<file path="config.mk">
export PLATFORM = sky130hd
export DESIGN_NAME = islip_sched
export DESIGN_NICKNAME = d
export VERILOG_FILES = /design/src/rtl/islip_pkg.sv /design/src/rtl/islip_rr_pick.sv /design/src/rtl/islip_grant_stage.sv /design/src/rtl/islip_accept_stage.sv /design/src/rtl/islip_sched.sv
export SDC_FILE = /design/constraint.sdc
export NUM_CORES = 1
export LEC_CHECK = 0
export CAP_MARGIN = 5
export CORE_ASPECT_RATIO = 1.1
export CORE_MARGIN = 1.5
export CORE_UTILIZATION = 30
export DETAILED_ROUTE_END_ITERATION = 7
export HOLD_SLACK_MARGIN = 0.15
export PLACE_DENSITY = 0.48
export SLEW_MARGIN = 0
export SYNTH_ARGS = -nofsm -noshare
export SYNTH_HDL_FRONTEND = slang
export SYNTH_SLANG_ARGS = --single-unit
</file>
<file path="constraint.sdc">
create_clock -name clk_i -period 4 [get_ports clk_i]
set_clock_uncertainty 0.05 [all_clocks]
set_input_delay 0.8 -clock clk_i [delete_from_list [all_inputs] [get_ports clk_i]]
set_output_delay 0.8 -clock clk_i [all_outputs]
set_load 0.01 [all_outputs]
</file>
<file path="src/rtl/islip_pkg.sv">
package islip_pkg;

   typedef enum logic {PH_IDLE = 1'b0, PH_RUN = 1'b1} phase_e;

   // position of the set bit in a one-hot word (zero when none set)
   function automatic int unsigned oh_index(input logic [63:0] oh);
      int unsigned r;
      r = 0;
      for (int k = 0; k < 64; k++) begin
         if (oh[k]) r = k;
      end
      return r;
   endfunction

   // successor of idx in a ring of n positions
   function automatic int unsigned wrap_inc(input int unsigned idx, input int unsigned n);
      return (idx + 1 >= n) ? 0 : idx + 1;
   endfunction

endpackage

</file>
<file path="src/rtl/islip_rr_pick.sv">
// Programmable priority encoder: one-hot pick of the first set request
// at or above ptr_i, wrapping to the bottom when none lies above.
module islip_rr_pick #(
   parameter int N    = 4,
   parameter int PW   = 2,
   parameter bit SCAN = 1'b0
) (
   input  logic [N-1:0]  req_i,
   input  logic [PW-1:0] ptr_i,
   output logic [N-1:0]  pick_o
);
   localparam logic [N-1:0] ONE = N'(1);

   if (SCAN == 1'b0) begin : g_mask
      // two fixed-priority encoders: masked upper half, then whole vector
      logic [N-1:0] hi_mask, upper, upper_low, all_low;
      assign hi_mask   = {N{1'b1}} << ptr_i;
      assign upper     = req_i & hi_mask;
      assign upper_low = upper & (~upper + ONE);
      assign all_low   = req_i & (~req_i + ONE);
      assign pick_o    = (|upper) ? upper_low : all_low;
   end else begin : g_scan
      // rotating linear scan, smaller but deeper
      always_comb begin
         logic hit;
         int   idx;
         pick_o = '0;
         hit    = 1'b0;
         for (int k = 0; k < N; k++) begin
            idx = int'(ptr_i) + k;
            if (idx >= N) idx = idx - N;
            if (!hit && req_i[idx[PW-1:0]]) begin
               pick_o[idx[PW-1:0]] = 1'b1;
               hit = 1'b1;
            end
         end
      end
   end
endmodule

</file>
<file path="src/rtl/islip_grant_stage.sv">
// One arbiter per output: chooses among free inputs requesting it.
module islip_grant_stage #(
   parameter int N    = 4,
   parameter int PW   = 2,
   parameter bit SCAN = 1'b0
) (
   input  logic [N*N-1:0]  req_i,
   input  logic [N-1:0]    in_free_i,
   input  logic [N-1:0]    out_free_i,
   input  logic [N*PW-1:0] ptr_i,
   output logic [N*N-1:0]  gnt_o
);
   for (genvar j = 0; j < N; j++) begin : g_out
      logic [N-1:0] col;
      logic [N-1:0] pick;
      for (genvar i = 0; i < N; i++) begin : g_in
         assign col[i] = req_i[i*N+j] & in_free_i[i] & out_free_i[j];
         assign gnt_o[i*N+j] = pick[i];
      end
      islip_rr_pick #(.N(N), .PW(PW), .SCAN(SCAN)) u_pick (
         .req_i  (col),
         .ptr_i  (ptr_i[j*PW +: PW]),
         .pick_o (pick)
      );
   end
endmodule

</file>
<file path="src/rtl/islip_accept_stage.sv">
// One arbiter per input: chooses among outputs that granted it.
module islip_accept_stage #(
   parameter int N    = 4,
   parameter int PW   = 2,
   parameter bit SCAN = 1'b0
) (
   input  logic [N*N-1:0]  gnt_i,
   input  logic [N*PW-1:0] ptr_i,
   output logic [N*N-1:0]  acc_o
);
   for (genvar i = 0; i < N; i++) begin : g_in
      islip_rr_pick #(.N(N), .PW(PW), .SCAN(SCAN)) u_pick (
         .req_i  (gnt_i[i*N +: N]),
         .ptr_i  (ptr_i[i*PW +: PW]),
         .pick_o (acc_o[i*N +: N])
      );
   end
endmodule

</file>
<file path="src/rtl/islip_sched.sv">
module islip_sched #(
   parameter int N         = 4,
   parameter int ITERS     = N,
   parameter bit SCAN_PICK = 1'b0
) (
   input  logic           clk_i,
   input  logic           rst_i,
   input  logic           start_i,
   input  logic [N*N-1:0] req_i,
   output logic [N*N-1:0] match_o,
   output logic           done_o
);
   import islip_pkg::*;

   localparam int NN = N * N;
   localparam int PW = $clog2(N);
   localparam int IW = (ITERS > 1) ? $clog2(ITERS) : 1;
   localparam logic [IW-1:0] LAST_IT = IW'(ITERS - 1);

   if (N < 2 || N > 64) begin : g_bad_n
      $error("islip_sched: N must lie in 2..64");
   end
   if (ITERS < 1 || ITERS > N) begin : g_bad_iters
      $error("islip_sched: ITERS must lie in 1..N");
   end

   phase_e          state_q;
   logic            busy_q;
   logic [IW-1:0]   iter_q;
   logic [NN-1:0]   req_q;
   logic [NN-1:0]   match_q;
   logic            done_q;
   logic [NN-1:0]   gnt, acc;
   logic [N-1:0]    in_free, out_free;
   logic [N*PW-1:0] gptr_flat, aptr_flat;
   logic [PW-1:0]   gptr_q [N];
   logic [PW-1:0]   aptr_q [N];
   logic            first_iter;

   assign busy_q     = (state_q == PH_RUN);
   assign first_iter = busy_q && (iter_q == '0);

   // free-port vectors from the accumulated match
   for (genvar i = 0; i < N; i++) begin : g_inf
      assign in_free[i] = ~|match_q[i*N +: N];
   end
   for (genvar j = 0; j < N; j++) begin : g_outf
      logic [N-1:0] col;
      for (genvar i = 0; i < N; i++) begin : g_b
         assign col[i] = match_q[i*N+j];
      end
      assign out_free[j] = ~|col;
   end

   islip_grant_stage #(.N(N), .PW(PW), .SCAN(SCAN_PICK)) u_grant (
      .req_i      (req_q),
      .in_free_i  (in_free),
      .out_free_i (out_free),
      .ptr_i      (gptr_flat),
      .gnt_o      (gnt)
   );

   islip_accept_stage #(.N(N), .PW(PW), .SCAN(SCAN_PICK)) u_accept (
      .gnt_i (gnt),
      .ptr_i (aptr_flat),
      .acc_o (acc)
   );

   // round control
   always_ff @(posedge clk_i) begin
      if (rst_i) begin
         state_q <= PH_IDLE;
         iter_q  <= '0;
         req_q   <= '0;
         match_q <= '0;
         done_q  <= 1'b0;
      end else begin
         done_q <= 1'b0;
         case (state_q)
            PH_IDLE: begin
               if (start_i) begin
                  req_q   <= req_i;
                  match_q <= '0;
                  iter_q  <= '0;
                  state_q <= PH_RUN;
               end
            end
            default: begin
               match_q <= match_q | acc;
               iter_q  <= iter_q + 1'b1;
               if (!(|acc) || iter_q == LAST_IT) begin
                  state_q <= PH_IDLE;
                  done_q  <= 1'b1;
               end
            end
         endcase
      end
   end

   // grant pointers: one per output, moved past the accepting input
   for (genvar j = 0; j < N; j++) begin : g_gptr
      logic [N-1:0] col;
      for (genvar i = 0; i < N; i++) begin : g_b
         assign col[i] = acc[i*N+j];
      end
      always_ff @(posedge clk_i) begin
         if (rst_i)
            gptr_q[j] <= '0;
         else if (first_iter && (|col))
            gptr_q[j] <= PW'(wrap_inc(oh_index(64'(col)), N));
      end
      assign gptr_flat[j*PW +: PW] = gptr_q[j];
   end

   // accept pointers: one per input, moved past the accepted output
   for (genvar i = 0; i < N; i++) begin : g_aptr
      logic [N-1:0] row;
      assign row = acc[i*N +: N];
      always_ff @(posedge clk_i) begin
         if (rst_i)
            aptr_q[i] <= '0;
         else if (first_iter && (|row))
            aptr_q[i] <= PW'(wrap_inc(oh_index(64'(row)), N));
      end
      assign aptr_flat[i*PW +: PW] = aptr_q[i];
   end

   assign match_o = match_q;
   assign done_o  = done_q;

endmodule

</file>
# == After elaboration in Yosys (flattened, before gate mapping) ==
# Memory sizes are Yosys's and may differ from the RTL's.
# Index checks and enable logic that the tools add are counted.
# op_classes
n_addsub,25
n_lt_le_gt_ge,8
n_eq_ne,1
n_shift,8
mux,97
bitwise_logic,82
reduce_logical,48
# ops
op,n
$mux 32,32
$add 32x1->32 const B,8
$ge 32x3->1 const B,8
$and 4x4->4,24
$reduce_or 4->1,24
$add 4x1->4 const B,16
$not 4->4,16
$mux 1,37
$mux 2,18
$and 1x1->1,32
$mux 16,2
$mux 4,8
$shl 4x2->4 const A,8
$or 16x16->16,1
$reduce_or 16->1,1
$logic_and 1x1->1,9
$logic_not 1->1,9
$or 1x1->1,8
$add 2x1->2 const B,1
$eq 2x2->1 const B,1
$logic_not 2->1,1
$reduce_and 2->1,1
$reduce_bool 2->1,1
$reduce_or 2->1,1
2 further kinds,2
# totals
regBits,36
mem_bits_rw,16
inputBits,19
out_inout_bits,17
wordCells,276
mem_count,2
# mem_list
name,words,width,read_ports,rd_clocked_by_memory_dff,write_ports,line_no,text
aptr_q,4,2,4,0,4,islip_sched.sv:37,logic [PW-1:0] aptr_q [N];
gptr_q,4,2,4,0,4,islip_sched.sv:36,logic [PW-1:0] gptr_q [N];

# == Longest topological paths before layout ==
# Gate-level depths: netlist of the first run.
# depth
ltp_word,23
ltp_mapped,12
ltp_nobuf,10

# == By module ==
# Synthesis of the first run repeated with hierarchy kept, for this count alone.
# hier_totals
hier_cells,391
area_unflattened_um2,3218.1
# by_module_without_submodules
module,n_inst,cells_per_inst,area_each_um2,seq_area_each_um2
islip_sched,1,239,2287.2,1201.2
islip_rr_pick,8,17,103.8,0.0
islip_grant_stage,1,16,100.1,0.0

# == Least setup slack after synthesis of the first run ==
# Ideal clock, no wire load.
# synth_path
path_kind,register to register
start,register match_q[2] (netlist: match_o[2])
end,memory gptr_q[0][1] (data pin)
setup_time_ns,0.270
arrival_ns,2.638
t_required_ns,3.680
path_slack_ns,1.042
stages_incl_launch_ff,10
path_cell_list,dfxtp_1 -> or4_1 -> nor4_1 -> nand4_1 -> nand2_2 -> o22ai_1 -> a32o_1 -> or2_2 -> ha_1 -> nor4b_2
# synth_rtl
item,line_no,text
from (decl),islip_sched.sv:31,logic [NN-1:0] match_q;
from (signal assigned),islip_sched.sv:89,match_q <= match_q | acc;
to (decl),islip_sched.sv:36,

==> impl_metrics.py, run 1 <==
metrics = {
    "power_and_ir_drop": {
        "powerDensity_mw_per_mm2": 359,
        "peakVddDrop_mv": 0.176,
        "switching_share_pct": 34.6,
        "intPower_mw": 1.04,
        "pwr-share-seq_pct": 39.8,
        "power_switching_mw": 0.550,
        "static-leakage-power_nw": 1.62,
        "pwr-share-clk_pct": 30.4,
        "combPwrFrac_pct": 29.7,
    },
    "floorplanning": {
        "core_sq_mm": 0.0121,
        "start_util_pct": 30.9,
        "die_h_um": 120,
        "num_io_pins": 36,
        "rows": 42,
        "chipWidth_um": 109,
        "die_area_sq_mm": 0.0131,
    },
    "clocking": {
        "cts_tree": "built",
        "insertion_delay_ns": 0.31,
        "cts_setup_buffers": 0,
        "cts_root_buf": "clkbuf_16",
        "cts.sinks": 52,
        "cts_max_level": 2,
        "cts_inserted_buffers": 5,
        "post_cts_resized": 0,
        "clk_path_buf_depth": 2,
        "cts-hold-fix-buffers": 0,
        "clkSlewWorstSetupHoldPaths_ns": 0.08,
    },
    "timing": {
        "fmaxAchievable_mhz": 293,
        "setup-tns-final_ns": 0,
        "setup_viol": 0,
        "rsz0062_at_grt": "no",
        "worst_slack_ns": 0.582,
        "tightest_slew_ns": 0.721,
        "hold_viol": 0,
        "final-max-slew-violation-count": 0,
        "min_period_ns": 3.42,
        "min_period_over_period_pct": 85.4,
        "relSlewSlack_pct": 51.6,
    },
    "setup_path": {
        "crit_fanout": 8,
        "cp.required_ns": 4.06,
        "crit_type": "register to register",
        "r2r_slack_ns": 0.58,
        "cp-start-kind": "register",
        "cp-end-kind": "register",
        "worstPathArrival_ns": 3.48,
    },
    "drt": {
        "drtIter0Drc": 282,
        "drt_pre_antenna_iters": 5,
        "wl_per_cell_um": 19.7,
        "route.detailed.drc": 0,
        "routed_via_density": 5.86,
        "routed_wl_um": 12600,
        "via_count": 3737,
        "antenna_left": 0,
    },
    "logic_synthesis": {
        "synthDistinctLibCells": 73,
        "synth_flop_cell": "dfxtp_1",
        "syn_area_per_cell_sq_um": 8.33,
        "synthArstFlopShare_pct": 0,
        "syn_area_sq_mm": 0.00373,
        "yosysWarnings": 0,
        "ys_ff_latch": 52,
        "yosysSeqAreaShare_pct": 32.2,
        "netlist_instances": 448,
        "synth_enable_flop_cells": 16,
        "synth_nets": 475,
    },
    "finish": {
        "fin_cells": 638,
        "num_antenna_cells": 0,
        "synthToLayoutAreaGrowth_pct": 18.8,
        "final_layout_size_suffix_gt1_share_pct": 13.0,
        "num-nets-final": 510,
        "layout_commonest_cell": "nand2_1",
        "layout_common_cells": "nand2_1, a21oi_1, nor2_1",
    },
    "place": {
        "post-dp-hpwl_um": 9620,
        "dp_slack_ns": 0.654,
        "io_buffers": 35,
        "dp.cells": 630,
        "place.gp.congestion": 0.918,
    },
    "hold_path": {
        "hold_path_class": "register to register",
    },
    "global_routing": {
        "grt.overflow.total": 0,
        "grt_pass1_wl_um": 20000,
        "first_global_vias": 3630,
        "antenna_found_initial": 0,
        "grt_max_degree": 30,
        "grt_use_total_pct": 20.1,
    },
    "run": {
        "drv_cap": 0,
    },
    "status": {
        "status": "finished, final reports clean",
    },
}
[critical path: stages (launching register included)]
cell	delay, ns
dfxtp_1	0.40
or4_1	0.61
nor4_1	0.43
nand4_1	0.26
nand2_2	0.23
o22ai_1	0.12
a32o_1	0.33
or2_2	0.28
ha_1	0.20
nor4_1	0.32
[layer usage]
metal	GRT usage (%)	vias up	part of all wire, %
met4	9.82	0	4.2
met3	2.77	33	4.3
met2	32.6	117	48
met5	0	-	0
met1	25.8	1812	43
li1	-	1775	-
[registers in the layout, indices dropped and copies added, names as in the netlist]
signal   flops
match_o     16
req_q       16
aptr_q       8
busy_q       1
gptr_q       8
done_o       1
iter_q       2
[cells by family (layout without fill, tap and decap cells)]
| kind of cell | count (synthesis) | in the layout | synth area share [%] |
|---|---|---|---|
| AO/OA/AOI/OAI | 138 | 138 | 27.6 |
| flip-flops | 52 | 52 | 32.2 |
| adder cells (fa/ha/maj) | 8 | 8 | 2.68 |
| XOR/XNOR | 1 | 1 | 0.235 |
| buffers and inverters | 39 | 75 | 4.56 |
| AND/OR/NAND/NOR | 210 | 210 | 32.7 |
[synthesized netlist by cell type (3+ instances only)]
cell	instances	area, sq um
a21oi_1	45	225
a221oi_2	3	45.0
a22oi_1	5	37.5
a311oi_1	3	26.3
a31oi_1	7	43.8
a32oi_1	10	87.6
and3_1	11	68.8
clkbuf_1	13	48.8
dfxtp_1	36	721
edfxtp_1	16	480
ha_1	8	100
inv_1	20	75.1
nand2_1	55	206
nand2b_1	8	50.1
nand3_1	12	60.1
nand4_1	4	25.0
nor2_1	38	143
nor2b_1	5	31.3
nor3_1	12	60.1
nor3_2	4	40.0
nor4_1	13	81.3
nor4_4	4	85.1
nor4b_2	4	60.1
o211a_1	3	30.0
o211ai_1	4	30.0
o21a_1	5	37.5
o21ai_0	9	45.0
o21ai_1	7	35.0
o21bai_1	7	52.6
o22ai_1	4	25.0
or2_1	4	25.0
or2_2	9	56.3
or4_1	3	22.5
or4b_2	3	30.0
[area by class of cell]
type	count	area, sq um
multi-input combinational	357	2360
inverter	20	75.1
clock buffer	7	154
clock inverter	1	8.76
sequential	52	1200
timing repair buffer	47	440
fill	1283	7650
tap	154	193
[worst paths after layout]
path,from,endpoint,cells past startpoint
setup reg to reg,match_o[2]$_SDFFE_PP0P_,gptr_q[0][0]$_SDFFCE_PP0P_,9
hold reg to reg,req_q[8]$_SDFFE_PP0P_,req_q[8]$_SDFFE_PP0P_,2
setup / recovery,match_o[2]$_SDFFE_PP0P_,gptr_q[0][0]$_SDFFCE_PP0P_,9
hold / removal,req_q[8]$_SDFFE_PP0P_,req_q[8]$_SDFFE_PP0P_,2
[metrics by stage]
stage	total power, mW	util (%)	area [sq um]	hold slack (ns)
after detailed placement	1.11	35.3	4270	0.423
after floorplan	0.966	-	3730	0.394
after global routing	1.68	36.7	4430	0.467
after CTS	1.60	36.7	4430	0.435
after global placement	1.11	35.3	4270	0.419
final	1.59	36.7	4430	0.433
[power by group through the flow]
stage          registers [mW]  clock network (mW)  logic [mW]
4_1_cts                 0.631               0.499       0.472
6_report                0.634               0.484       0.473
3_5_place_dp            0.643                   0       0.469
2_1_floorplan           0.623                   0       0.343
5_1_grt                 0.638               0.517       0.523
3_3_place_gp            0.644                   0       0.466
Note: power is estimated with default switching activity, not from simulation.
==> run 2: changes to the inputs <==
--- a/config.mk
+++ b/config.mk
@@ -7,7 +7,7 @@
 export LEC_CHECK = 0
 export CAP_MARGIN = 5
 export CORE_ASPECT_RATIO = 1.1
-export CORE_MARGIN = 1.5
+export CORE_MARGIN = 8
 export CORE_UTILIZATION = 30
 export DETAILED_ROUTE_END_ITERATION = 7
 export HOLD_SLACK_MARGIN = 0.15
==> impl_metrics.py, run 2 (same netlist as run 1, synthesis figures left out) <==
metrics = {
    "status": {
        "status": "finished, final reports clean",
    },
    "finish": {
        "fillers": 1261,
        "num-nets-final": 508,
        "final_layout_size_suffix_gt1_share_pct": 12.7,
        "layout_common_cells": "nand2_1, a21oi_1, nor2_1",
        "synthToLayoutAreaGrowth_pct": 18.4,
        "layout_commonest_cell": "nand2_1",
        "post-route-util_pct": 36.5,
        "postLayoutCellArea_sq_mm": 0.00442,
        "seq_area_sq_mm": 0.00120,
        "multiInputGateArea_sq_mm": 0.00236,
        "num_antenna_cells": 0,
    },
    "setup_path": {
        "crit_fanout": 12,
        "crit_type": "register to register",
        "cp.required_ns": 4.06,
        "worstPathArrival_ns": 3.59,
        "r2r_slack_ns": 0.46,
        "cp-end-kind": "register",
        "cp-start-kind": "register",
    },
    "drt": {
        "drt_pre_antenna_iters": 5,
        "route.detailed.drc": 0,
        "wl_per_cell_um": 20.2,
        "routed_via_density": 5.85,
        "drtIter0Drc": 244,
        "routed_wl_um": 12900,
        "antenna_left": 0,
        "via_count": 3718,
    },
    "clocking": {
        "cts-hold-fix-buffers": 0,
        "cts_root_buf": "clkbuf_16",
        "clk_path_buf_depth": 2,
        "cts.sinks": 52,
        "cts_max_level": 2,
        "cts_tree": "built",
        "post_cts_resized": 0,
        "insertion_delay_ns": 0.30,
        "cts_inserted_buffers": 5,
        "clkSlewWorstSetupHoldPaths_ns": 0.07,
        "cts_setup_buffers": 0,
    },
    "timing": {
        "hold_viol": 0,
        "relSlewSlack_pct": 51.1,
        "worst_slack_ns": 0.465,
        "tightest_slew_ns": 0.727,
        "min_period_over_period_pct": 88.4,
        "whs_ns": 0.435,
        "setup_viol": 0,
        "setup-tns-final_ns": 0,
        "rsz0062_at_grt": "no",
        "final-max-slew-violation-count": 0,
        "min_period_ns": 3.54,
        "fmaxAchievable_mhz": 283,
    },
    "place": {
        "place_area_sq_mm": 0.00425,
        "post-dp-hpwl_um": 10100,
        "place.gp.congestion": 0.914,
        "io_buffers": 35,
        "dp_slack_ns": 0.504,
    },
    "floorplanning": {
        "die_h_um": 133,
        "core_sq_mm": 0.0121,
        "start_util_pct": 30.9,
        "die_area_sq_mm": 0.0163,
        "num_io_pins": 36,
        "chipWidth_um": 122,
        "rows": 42,
    },
    "power_and_ir_drop": {
        "powerDensity_mw_per_mm2": 358,
        "static-leakage-power_nw": 1.61,
        "peakVddDrop_mv": 0.169,
    },
    "global_routing": {
        "antenna_found_initial": 0,
        "grt_pass1_wl_um": 20500,
        "grt_use_total_pct": 16.3,
        "first_global_vias": 3593,
        "grt_max_degree": 30,
        "grt.overflow.total": 0,
    },
    "hold_path": {
        "hold_path_class": "register to register",
    },
    "run": {
        "drv_cap": 0,
    },
}
## run 2: changes by cell type in the layout (fill, tap and decap cells not counted)
cell	before	now
buf_4	12	10
## run 2: worst paths after layout
kind,from,cells past startpoint,to
worst max-delay path,match_o[9]$_SDFFE_PP0P_,8,aptr_q[2][0]$_SDFFCE_PP0P_
worst min-delay path,req_q[8]$_SDFFE_PP0P_,2,req_q[8]$_SDFFE_PP0P_
worst max register to register,match_o[9]$_SDFFE_PP0P_,8,aptr_q[2][0]$_SDFFCE_PP0P_
worst min register to register,req_q[8]$_SDFFE_PP0P_,2,req_q[8]$_SDFFE_PP0P_
## run 2: through the flow
stage,std cells,power (mW)
4_1_cts,636,1.59
6_report,636,1.58
3_5_place_dp,628,1.11
3_3_place_gp,628,1.11
2_1_floorplan,448,0.966
5_1_grt,636,1.67
## run 2: power by group
part	internal, mW	switching (mW)
clock network	0.273	0.203
registers	0.580	0.0515
logic	0.184	0.289
total	1.04	0.544
## run 2: worst max-delay path, cell delays in order, from the launching register on
cell,delay (ns)
dfxtp_1,0.42
nor4_4,0.71
nand3_1,0.23
o2bb2ai_2,0.53
a21oi_1,0.17
a32oi_1,0.60
nand2b_1,0.13
ha_1,0.22
nor4_1,0.29
## run 2: layout make-up
class | count | area share [%]
Clock inverter | 1 | 0.198
Sequential cell | 52 | 27.2
Inverter | 20 | 1.70
Timing Repair Buffer | 45 | 9.63
Clock buffer | 7 | 3.48
Multi-Input combinational cell | 357 | 53.4
Tap cell | 154 | 4.36
## run 2: routing by layer
metal	up-vias	global-route usage [%]	routed length [um]
met5	-	0	0
met4	0	8.41	570
met3	31	3.06	598
met2	129	26.0	6160
met1	1787	20.2	5530
li1	1771	-	-
